## config.mk

```make
export PLATFORM = sky130hd
export DESIGN_NAME = sliding_window_gen
export DESIGN_NICKNAME = d
export VERILOG_FILES = /design/src/rtl/swin_pkg.sv /design/src/rtl/swin_chain_row.sv /design/src/rtl/swin_anchor_trk.sv /design/src/rtl/sliding_window_gen.sv
export SDC_FILE = /design/constraint.sdc
export NUM_CORES = 1
export LEC_CHECK = 0
export ABC_AREA = 0
export BUFFER_PORTS_ARGS = -buffer_cell sky130_fd_sc_hd__buf_2
export CORE_MARGIN = 5
export CORE_UTILIZATION = 56
export DETAILED_ROUTE_END_ITERATION = 16
export PLACE_DENSITY = 0.74
export SYNTH_ARGS = -nofsm -noshare
export SYNTH_HDL_FRONTEND = slang
export SYNTH_HIERARCHICAL = 1
export SYNTH_SLANG_ARGS = --single-unit
export TNS_END_PERCENT = 5
```

## constraint.sdc

```tcl
create_clock -name clk -period 1.8 [get_ports clk]
set_input_delay 0.09 -clock clk [delete_from_list [all_inputs] [get_ports clk]]
set_output_delay 0.09 -clock clk [all_outputs]
set_load 0.005 [all_outputs]
```

## src/rtl/swin_pkg.sv

```systemverilog
package swin_pkg;

  // flat slot index of element (row, col) in a side x side matrix
  function automatic int unsigned swin_slot(input int unsigned row,
                                            input int unsigned col,
                                            input int unsigned side);
    return row * side + col;
  endfunction

  // an anchor at (col,row) closes a complete window inside the image
  function automatic logic swin_anchor_ok(input int unsigned col,
                                          input int unsigned row,
                                          input int unsigned side);
    return ((col + 1) >= side) && ((row + 1) >= side);
  endfunction

endpackage

```

## src/rtl/swin_chain_row.sv

```systemverilog
module swin_chain_row #(
  parameter int DW = 16,
  parameter int W  = 13,
  parameter int P  = 3
) (
  input  logic            clk,
  input  logic            adv,
  input  logic [DW-1:0]   feed_i,
  output logic [P*DW-1:0] taps_o
);
  localparam int DLY = W - P;

  logic [DW-1:0] win_q [P];
  logic [DW-1:0] win_feed;

  generate
    if (DLY > 0) begin : g_dly
      logic [DW-1:0] dly_q [DLY];
      always_ff @(posedge clk) begin
        if (adv) begin
          dly_q[0] <= feed_i;
          for (int k = 1; k < DLY; k++) dly_q[k] <= dly_q[k-1];
        end
      end
      assign win_feed = dly_q[DLY-1];
    end else begin : g_nodly
      assign win_feed = feed_i;
    end
  endgenerate

  always_ff @(posedge clk) begin
    if (adv) begin
      win_q[0] <= win_feed;
      for (int k = 1; k < P; k++) win_q[k] <= win_q[k-1];
    end
  end

  generate
    for (genvar c = 0; c < P; c++) begin : g_tap
      assign taps_o[c*DW +: DW] = win_q[c];
    end
  endgenerate
endmodule

```

## src/rtl/swin_anchor_trk.sv

```systemverilog
module swin_anchor_trk
  import swin_pkg::*;
#(
  parameter int W = 13,
  parameter int H = 13,
  parameter int P = 3
) (
  input  logic                 clk,
  input  logic                 rst,
  input  logic                 adv,
  output logic                 live_o,
  output logic [$clog2(W)-1:0] acol_o,
  output logic [$clog2(H)-1:0] arow_o,
  output logic                 ok_q_o
);
  localparam int LEAD = W - P;
  localparam int LW   = (LEAD > 0) ? $clog2(LEAD + 1) : 1;
  localparam int CW   = $clog2(W);
  localparam int RW   = $clog2(H);

  logic [LW-1:0] lead_q;
  logic [CW-1:0] acol_q;
  logic [RW-1:0] arow_q;
  logic          ok_q;
  logic          live;
  logic          ok_now;

  assign live   = (lead_q == LW'(LEAD));
  assign ok_now = adv && live && swin_anchor_ok(32'(acol_q), 32'(arow_q), P);

  always_ff @(posedge clk) begin
    if (rst) begin
      lead_q <= '0;
      acol_q <= '0;
      arow_q <= '0;
      ok_q   <= 1'b0;
    end else begin
      ok_q <= ok_now;
      if (adv) begin
        if (!live) begin
          lead_q <= lead_q + 1'b1;
        end else if (acol_q == CW'(W - 1)) begin
          acol_q <= '0;
          arow_q <= (arow_q == RW'(H - 1)) ? '0 : arow_q + 1'b1;
        end else begin
          acol_q <= acol_q + 1'b1;
        end
      end
    end
  end

  assign live_o = live;
  assign acol_o = acol_q;
  assign arow_o = arow_q;
  assign ok_q_o = ok_q;
endmodule

```

## src/rtl/sliding_window_gen.sv

```systemverilog
module sliding_window_gen
  import swin_pkg::*;
#(
  parameter int DW = 16,
  parameter int W  = 13,
  parameter int H  = 13,
  parameter int P  = 3
) (
  input  logic              clk,
  input  logic              rst,
  input  logic              in_valid,
  input  logic [DW-1:0]     in_data,
  output logic              win_valid,
  output logic [P*P*DW-1:0] win_data
);
  localparam int CW = $clog2(W);
  localparam int RW = $clog2(H);

  // named events for the bound checker
  logic          accept;
  logic          anchor_live;
  logic [CW-1:0] acol;
  logic [RW-1:0] arow;

  logic [P*DW-1:0] row_taps [P];
  logic [DW-1:0]   row_feed [P];

  assign accept = in_valid;

  generate
    for (genvar r = 0; r < P; r++) begin : g_row
      if (r == 0) begin : g_head
        assign row_feed[r] = in_data;
      end else begin : g_link
        assign row_feed[r] = row_taps[r-1][(P-1)*DW +: DW];
      end
      swin_chain_row #(.DW(DW), .W(W), .P(P)) row_i (
        .clk    (clk),
        .adv    (accept),
        .feed_i (row_feed[r]),
        .taps_o (row_taps[r])
      );
    end
  endgenerate

  // chain row 0 / column 0 hold the anchor; flip both axes for output
  generate
    for (genvar r = 0; r < P; r++) begin : g_or
      for (genvar c = 0; c < P; c++) begin : g_oc
        assign win_data[swin_slot(r, c, P)*DW +: DW] =
          row_taps[P-1-r][(P-1-c)*DW +: DW];
      end
    end
  endgenerate

  swin_anchor_trk #(.W(W), .H(H), .P(P)) trk_i (
    .clk    (clk),
    .rst    (rst),
    .adv    (accept),
    .live_o (anchor_live),
    .acol_o (acol),
    .arow_o (arow),
    .ok_q_o (win_valid)
  );
endmodule

```

==> flow_summary.ini, run 1 <==
[run_status]
status = complete, no violations

[sta]
setup_viol = 0
tns_ps = 0
slew_violations = 0
hold_viol = 0
rsz0062_at_grt = no
max_freq_mhz = 653
slew_headroom_pct = 65.2
worst_slew_pin_slew_ps = 522
period_share_pct = 85.0
skew_ps = 16.9
period_minus_slack_ps = 1530
setup_ws_ps = 270

[run]
max-cap-violations = 0

[die]
die_w_um = 197
dieArea_um2 = 38600
die_h_um = 197
start_util_pct = 56.6
num_rows = 68
pin_count = 164
core-area_um2 = 34500

[power_and_ir_drop]
ir_drop_mv = 1.15
power_density_nw_per_um2 = 1300
power_leakage_uw = 0.00819

[worst_setup_path]
path_cells = ha_1 -> nand3b_1 -> nor2_1 -> a21oi_1 -> a311oi_1
worstSetupStartpointType = flop
worst-setup-path-type = reg -> reg
cpPeakStageDelay_ps = 400
cp_slowest_cell = dfxtp_1
crit_fanout = 5
arrival_ps = 2000
cpLargestDelayFamily = simple AND/OR/NAND/NOR gates
cp.required_ps = 2270
worstPathBufferInverterCount = 0
endpoint_kind = flop

[place]
dpl.hpwl_um = 13200
dp_slack_ps = 306
gp_congestion = 0.709
numPortBuffers = 163

[drt]
wl_per_cell_um = 16.6
drtIter0Drc = 434
vias = 7215
wl_um = 24400
remaining_drc_errors = 0
via_per_inst = 4.90
dr.pass1.iters = 4
drtAntennaViolNets = 0

[final_layout]
antenna_cells = 0
fillers = 2185
layout-drive-gt1-share_pct = 27.1
area_growth_pct = 19.3
nNetsFinal = 995

[yosys]
synth_area_um2 = 19500
syn_inst = 708
synth_warnings = 6
synth.avg_cell_area_um2 = 27.5
synthesis.nets = 735

[hold_path]
hold_path.class = in -> reg

[clock_network]
cts_setup_buffers = 0
ctsHoldBuffers = 18
clockBufferDepth = 3
cts_resized = 0
path_clk_slew_ps = 60
clk_latency_ps = 580
tritoncts = yes
htreeDepth = 2
cts.sinks = 637
cts_made_buffers = 58
root_buffer = clkbuf_16

[grt]
grt_pass1_wl_um = 38800
grt_usage_pct = 12.5
grt_overflow = 0
grt_pass1_vias = 7173
antenna_found_initial = 0
grt_max_degree = 91
## placed cells by master (no fill, tap or decap), drive strengths merged, types with 5 or more instances in the layout
master       count
buf            183
a21oi            9
inv              9
nand2           10
dlygate4sd3     18
clkinv          27
nand3            5
clkbuf          68
edfxtp         624
nor2             7
ha               8
bufinv           7
dfxtp           13
## layer usage
layer	track usage [%]	vias to the layer above	wire length, µm
met5	0	-	0
met2	18.7	175	11200
met4	4.44	0	624
met1	18.2	3599	11200
li1	-	3391	-
met3	3.42	50	1430
## registers in the layout, summed over array words and instances, names as in the netlist
register	flops
g_row.row_i/g_dly.dly_q	480
g_row.row_i/win_q	144
trk_i/acol_o	4
trk_i/arow_o	4
trk_i/lead_q	4
trk_i/ok_q_o	1
## worst reg2reg max path, stage by stage, from the launching register on
cell      delay, ps
dfxtp_1         400
ha_1            250
nand3b_1        180
nor2_1          230
a21oi_1         110
a311oi_1        270
## path summary, 6_finish.rpt
| kind | start | endpoint | slack (ps) | cells past startpoint |
|---|---|---|---|---|
| min reg2reg | g_row[1].row_i/g_dly.dly_q[9][5]$_DFFE_PP_ | g_row[1].row_i/win_q[0][5]$_DFFE_PP_ | 400 | 0 |
| max reg2reg | trk_i/lead_q[1]$_SDFFE_PP0P_ | trk_i/acol_o[2]$_SDFFE_PP0P_ | 270 | 5 |
| min | in_data[10] | g_row[0].row_i/g_dly.dly_q[0][10]$_DFFE_PP_ | 210 | 2 |
| max | trk_i/lead_q[1]$_SDFFE_PP0P_ | trk_i/acol_o[2]$_SDFFE_PP0P_ | 270 | 5 |
## report_power, final
part	internal [µW]	leakage, µW	switching, µW
Sequential	17200	0.00621	255
Clock	7090	0.000937	5020
Combinational	215	0.00104	382
## final cells by class
cell class,count,area [µm²],share of cell area (%)
Multi-Input combinational cell,63,464,2.00
Clock buffer,68,1530,6.58
Clock inverter,40,394,1.69
Tap cell,455,569,2.45
Timing Repair Buffer,201,1280,5.51
Sequential cell,637,19000,81.7
Inverter,7,26.3,0.113
## through the flow
stage	hold slack, ps	instance area, µm²	cells	utilization, %	total power (µW)
floorplan	189	19500	708	-	17700
global placement	267	21200	1345	61.4	18300
detailed placement	268	21200	1345	61.4	18400
CTS	179	23300	1471	67.5	30600
global route	180	23300	1471	67.5	31400
finish	213	23300	1471	67.5	30200
No activity file was read; power rests on OpenSTA's default activity.
==> run 2: changes to the inputs <==
Settings changed: SYNTH_HIERARCHICAL 1 to not set.
==> run 2 against run 1 <==
Net effect: cell count increased by 0.48%; synthesized area decreased by 0.23%; clock-buffer cell count increased by 2; largest cell class unchanged; wire length increased by 4.3%; critical path depth increased by 1; sequential power about the same; total power increased by 3.3%; register-to-register slack got worse by 70 ps; flip-flop and latch count unchanged; non-clock buffer count increased by 2; synthesized cell count increased by 0.14%.
==> flow_summary.ini, run 2 <==
[worst_setup_path]
cpPeakStageDelay_ps = 340
worst-setup-path-type = reg -> reg
r2r-start = trk_i.lead_q[0]$_SDFFE_PP0P_
path_cells = inv_1 -> ha_1 -> nand4b_1 -> nor2_4 -> a21oi_1 -> a311oi_1
rr_worst_depth = 6
arrival_ps = 2080
cp_slowest_cell = dfxtp_1
endpoint_kind = flop
crit_fanout = 6
worstPathBufferInverterCount = 1
reg2reg_to = trk_i.arow_o[2]$_SDFFE_PP0P_
cpLargestDelayFamily = simple AND/OR/NAND/NOR gates
worstSetupStartpointType = flop
rrSetupSlack_ps = 200
cp.required_ps = 2280

[die]
dieArea_um2 = 38600
die_w_um = 196
core-area_um2 = 34400
start_util_pct = 56.6
die_h_um = 196
num_rows = 68
pin_count = 164

[final_layout]
reg.largest.list = g_row.row_i.g_dly.dly_q: 480 flops, g_row.row_i.win_q: 144 flops
area_growth_pct = 20.2
layout-drive-gt1-share_pct = 27.6
final_cell_mix = edfxtp_1, buf_2, clkbuf_16
largest_reg_flops = 480
nNetsFinal = 1001
largest-register = g_row.row_i.g_dly.dly_q
final_area_um2 = 23400
multi_input_area_um2 = 412
antenna_cells = 0
final_common_cell = edfxtp_1
seq_area_um2 = 19000
fillers = 2111

[hold_path]
hold_path.class = in -> reg
hold_depth = 2
min_from = in_data[9]
whs_endpoint = g_row[0].row_i.g_dly.dly_q[0][9]$_DFFE_PP_

[clock_network]
clk_latency_ps = 590
root_buffer = clkbuf_16
cts_resized = 0
clockBufferDepth = 3
htreeDepth = 2
cts_made_buffers = 61
cts_setup_buffers = 0
cts.sinks = 637
tritoncts = yes
path_clk_slew_ps = 60
ctsHoldBuffers = 18

[grt]
antenna_found_initial = 0
grt_overflow = 0
grt_max_degree = 75
grt_pass1_wl_um = 39700
grt_pass1_vias = 7286
grt_usage_pct = 12.9

[sta]
period_share_pct = 89.0
period_minus_slack_ps = 1600
worst_slew_pin_slew_ps = 417
skew_ps = 11.5
setup_viol = 0
slew_headroom_pct = 72.2
slew_violations = 0
max_freq_mhz = 624
rsz0062_at_grt = no
hold_viol = 0
tns_ps = 0

[yosys]
synth_edf_count = 624
synth.top_cells.by_count = edfxtp_1, dfxtp_1, nand2_1
synthesis.nets = 736
synth_area_um2 = 19400
synthFlopType = edfxtp_1
ys_types = 28
synth_top_area_share_pct = 96.4
ys_ff_latch = 637
syn_inst = 709
synth_area_leader_cell = edfxtp_1
ys_async_sr_fraction_pct = 0
synth_warnings = 0
seq_area_frac_synth_pct = 97.7
synth.avg_cell_area_um2 = 27.4
synth_most_common_cell = edfxtp_1
synth_area_leaders = edfxtp_1, dfxtp_1, ha_1

[power_and_ir_drop]
power_leakage_uw = 0.00825
power.total_uw = 31200
ir_drop_mv = 0.913
power_density_nw_per_um2 = 1330

[drt]
remaining_drc_errors = 0
wl_per_cell_um = 17.2
drtAntennaViolNets = 0
wl_um = 25400
vias = 7336
via_per_inst = 4.96
dr.pass1.iters = 4
drtIter0Drc = 586

[place]
numPortBuffers = 163
gp_congestion = 0.720
placed_cell_area_um2 = 21100
dpl.hpwl_um = 13200

[run_status]
status = complete, no violations

[run]
max-cap-violations = 0
[run 2: metal layers]
layer	wire (µm)	GRT usage, %	part of all wire, %
met2	11800	19.5	47
met4	647	4.76	2.5
met5	0	0	0
met1	11300	18.6	44
met3	1630	3.54	6.4
[run 2: stage by stage]
stage                     instances  utilization, %  hold slack, ps  worst slack, ps
after detailed placement       1348            61.4             268              231
after global placement         1348            61.4             267              326
final                          1478            68.0             214              199
after CTS                      1478            68.0             167              208
after floorplan                 709               -             162              408
after global routing           1478            68.0             184              106
[run 2: final cells by class]
type,count,area share [%]
well taps,455,2.43
flip-flops and latches,637,81.2
inverters,9,0.144
multi-input cells,62,1.76
repair buffers,203,5.44
clock inverters,42,2.13
clock buffers,70,6.85
[run 2: report_power, final]
group          switching, µW  leakage (µW)  internal (µW)
clock                   5160       0.00102           7940
sequential               261       0.00621          17200
combinational            381       0.00102            212
[run 2: cell families after synthesis]
| logic type | Yosys count | share of synthesized area (%) |
|---|---|---|
| AOI/OAI and AO/OA | 19 | 0.585 |
| xor gates and xnor gates | 3 | 0.135 |
| adders and majority gates | 8 | 0.515 |
| buffers and inverters | 10 | 0.193 |
| DFF | 637 | 97.7 |
| and+or+nand+nor | 32 | 0.882 |
[run 2: worst max path at each step]
stage | from | to | slack [ps] | cells past startpoint
global route | trk_i.lead_q[0]$_SDFFE_PP0P_ | trk_i.arow_o[3]$_SDFFE_PP0P_ | 110 | 6
detailed placement | trk_i.lead_q[0]$_SDFFE_PP0P_ | trk_i.arow_o[2]$_SDFFE_PP0P_ | 230 | 6
floorplan | trk_i.lead_q[0]$_SDFFE_PP0P_ | trk_i.acol_o[3]$_SDFFE_PP0P_ | 410 | 6
CTS | trk_i.lead_q[0]$_SDFFE_PP0P_ | trk_i.arow_o[2]$_SDFFE_PP0P_ | 210 | 6
global placement | trk_i.lead_q[0]$_SDFFE_PP0P_ | trk_i.arow_o[2]$_SDFFE_PP0P_ | 330 | 6
finish | trk_i.lead_q[0]$_SDFFE_PP0P_ | trk_i.arow_o[2]$_SDFFE_PP0P_ | 200 | 6
==> run 3: changes to the inputs <==
Settings changed: BUFFER_PORTS_ARGS -buffer_cell sky130_fd_sc_hd__buf_2 to not set, DONT_BUFFER_PORTS set to 1, PLACE_DENSITY 0.74 to 0.7.
==> run 3 against run 2 <==
Net effect: wire length decreased by 1.8%; worst hold slack got worse by 580 ps; clock power down 15%; highest routed layer unchanged; sequential share of layout area increased by 5.3 points; the run now ends with negative hold slack left; total power shrank 7.6%; register-to-register slack lost 80 ps.
==> flow_summary.ini, run 3 (synthesis gave the netlist of run 2 again) <==
[die]
start_util_pct = 56.6
num_rows = 68
dieArea_um2 = 38600
die_w_um = 196
die_h_um = 196
core-area_um2 = 34400
pin_count = 164

[final_layout]
final_area_um2 = 22000
fillers = 2154
area_growth_pct = 12.9
layout-drive-gt1-share_pct = 9.98
nNetsFinal = 815
final_cells = 1287
largest_reg_flops = 480
largest-register = g_row.row_i.g_dly.dly_q
multi_input_area_um2 = 419
reg.largest.list = g_row.row_i.g_dly.dly_q: 480 flops, g_row.row_i.win_q: 144 flops
seq_area_um2 = 19000
fin_util_pct = 63.9
antenna_cells = 0
final_cell_mix = edfxtp_1, clkbuf_16, dlygate4sd3_1
final_common_cell = edfxtp_1

[worst_setup_path]
cpPeakStageDelay_ps = 370
reg2reg_to = trk_i.arow_o[3]$_SDFFE_PP0P_
rr_worst_depth = 6
endpoint_kind = flop
path_cells = inv_1 -> ha_1 -> nand3_1 -> nor2_4 -> nand2_1 -> o41ai_2
r2r-start = trk_i.acol_o[0]$_SDFFE_PP0P_
cp_slowest_cell = dfxtp_1
arrival_ps = 2140
worst-setup-path-type = reg -> reg
worstSetupStartpointType = flop
crit_fanout = 6
cp.required_ps = 2260
rrSetupSlack_ps = 120

[sta]
max_freq_mhz = 595
rsz0062_at_grt = no
skew_ps = 12.8
whs_ps = -363
period_share_pct = 93.3
slew_headroom_pct = 16.5
period_minus_slack_ps = 1680
hold_viol = 91
slew_violations = 0
setup_viol = 0
worst_slew_pin_slew_ps = 1250
tns_ps = 0

[clock_network]
ctsHoldBuffers = 19
clockBufferDepth = 3
tritoncts = yes
path_clk_slew_ps = 60
clk_latency_ps = 580
root_buffer = clkbuf_16
cts_made_buffers = 57
htreeDepth = 2
cts.sinks = 637

[hold_path]
hold_path.class = in -> reg
hold_depth = 0
min_from = in_valid
whs_endpoint = g_row[0].row_i.g_dly.dly_q[1][15]$_DFFE_PP_

[drt]
routed.top_layer = met4
wl_per_cell_um = 19.4
vias = 6671
drtAntennaViolNets = 0
met1_length_um = 10200
wl_um = 25000
dr.pass1.iters = 5
wl_met2_um = 12300
route.met3.wl_um = 1790
drtIter0Drc = 680
via_per_inst = 5.18
remaining_drc_errors = 0

[place]
numPortBuffers = 0
dpl.hpwl_um = 11200
gp_congestion = 0.727
dp_cells = 1163
placed_cell_area_um2 = 20000

[grt]
grt_overflow = 0
grt_pass1_wl_um = 38600
antenna_found_initial = 0
grt_usage_pct = 12.8
grt_pass1_vias = 6648
grt_max_degree = 630

[power_and_ir_drop]
p_switching_uw = 5240
internal-power_uw = 23600
p_sw_share_pct = 18.2
power_leakage_uw = 0.00728
pwr-share-clk_pct = 38.8
p_comb_share_pct = 0.2
pwr-share-seq_pct = 61.0
ir_drop_mv = 1.21
power_density_nw_per_um2 = 1310

[run_status]
status = finished with violations
failed_checks = negative hold slack

[run]
max-cap-violations = 0
==> run 3: worst max-delay path by stage <==
| stage | start | to | slack [ps] | cells past startpoint |
|---|---|---|---|---|
| floorplan | trk_i.lead_q[0]$_SDFFE_PP0P_ | trk_i.acol_o[3]$_SDFFE_PP0P_ | 410 | 6 |
| global placement | trk_i.lead_q[0]$_SDFFE_PP0P_ | trk_i.acol_o[3]$_SDFFE_PP0P_ | 380 | 6 |
| global route | trk_i.acol_o[0]$_SDFFE_PP0P_ | trk_i.arow_o[2]$_SDFFE_PP0P_ | 2 | 6 |
| finish | trk_i.acol_o[0]$_SDFFE_PP0P_ | trk_i.arow_o[3]$_SDFFE_PP0P_ | 120 | 6 |
| detailed placement | trk_i.lead_q[0]$_SDFFE_PP0P_ | trk_i.arow_o[3]$_SDFFE_PP0P_ | 80 | 6 |
| CTS | trk_i.lead_q[0]$_SDFFE_PP0P_ | trk_i.arow_o[3]$_SDFFE_PP0P_ | 70 | 6 |
==> run 3: worst max-delay path, delay by kind of cell (launching register included) <==
family,cells,cell delay (ps)
compound gates,1,270
simple gates,3,560
fa+ha+maj,1,200
flops,1,370
buf+inv,1,150
==> run 3: layer usage <==
metal	GRT usage, %	vias to the layer above
met5	0	-
met3	3.98	68
met4	5.53	0
li1	-	3010
met1	16.6	3359
met2	20.4	234
==> run 3: metrics by stage <==
step	power (µW)	setup slack (ps)
2_1_floorplan	17700	408
3_3_place_gp	17800	377
3_5_place_dp	17900	78.5
4_1_cts	29200	69.5
5_1_grt	30000	1.54
6_report	28800	120
==> run 3: area by class of cell <==
class | count | share of cell area [%]
Clock buffer | 74 | 6.98
Clock inverter | 29 | 0.923
Inverter | 9 | 0.154
Multi-Input combinational cell | 62 | 1.91
Sequential cell | 637 | 86.5
Tap cell | 455 | 2.59
Timing Repair Buffer | 21 | 0.934
==> run 3: timing repair <==
action	4_1_cts	5_1_grt
hold endpoints to repair	653	624
setup endpoints to repair	0	2
resized for setup	0	1
buffers inserted	0	2
==> run 3: power by group through the flow <==
stage	Combinational, µW	Sequential, µW	Clock [µW]
finish	56.3	17600	11200
global route	60.7	17600	12300
detailed placement	19.9	17900	0
floorplan	17.4	17700	0
CTS	53.9	17600	11600
global placement	16.0	17800	0
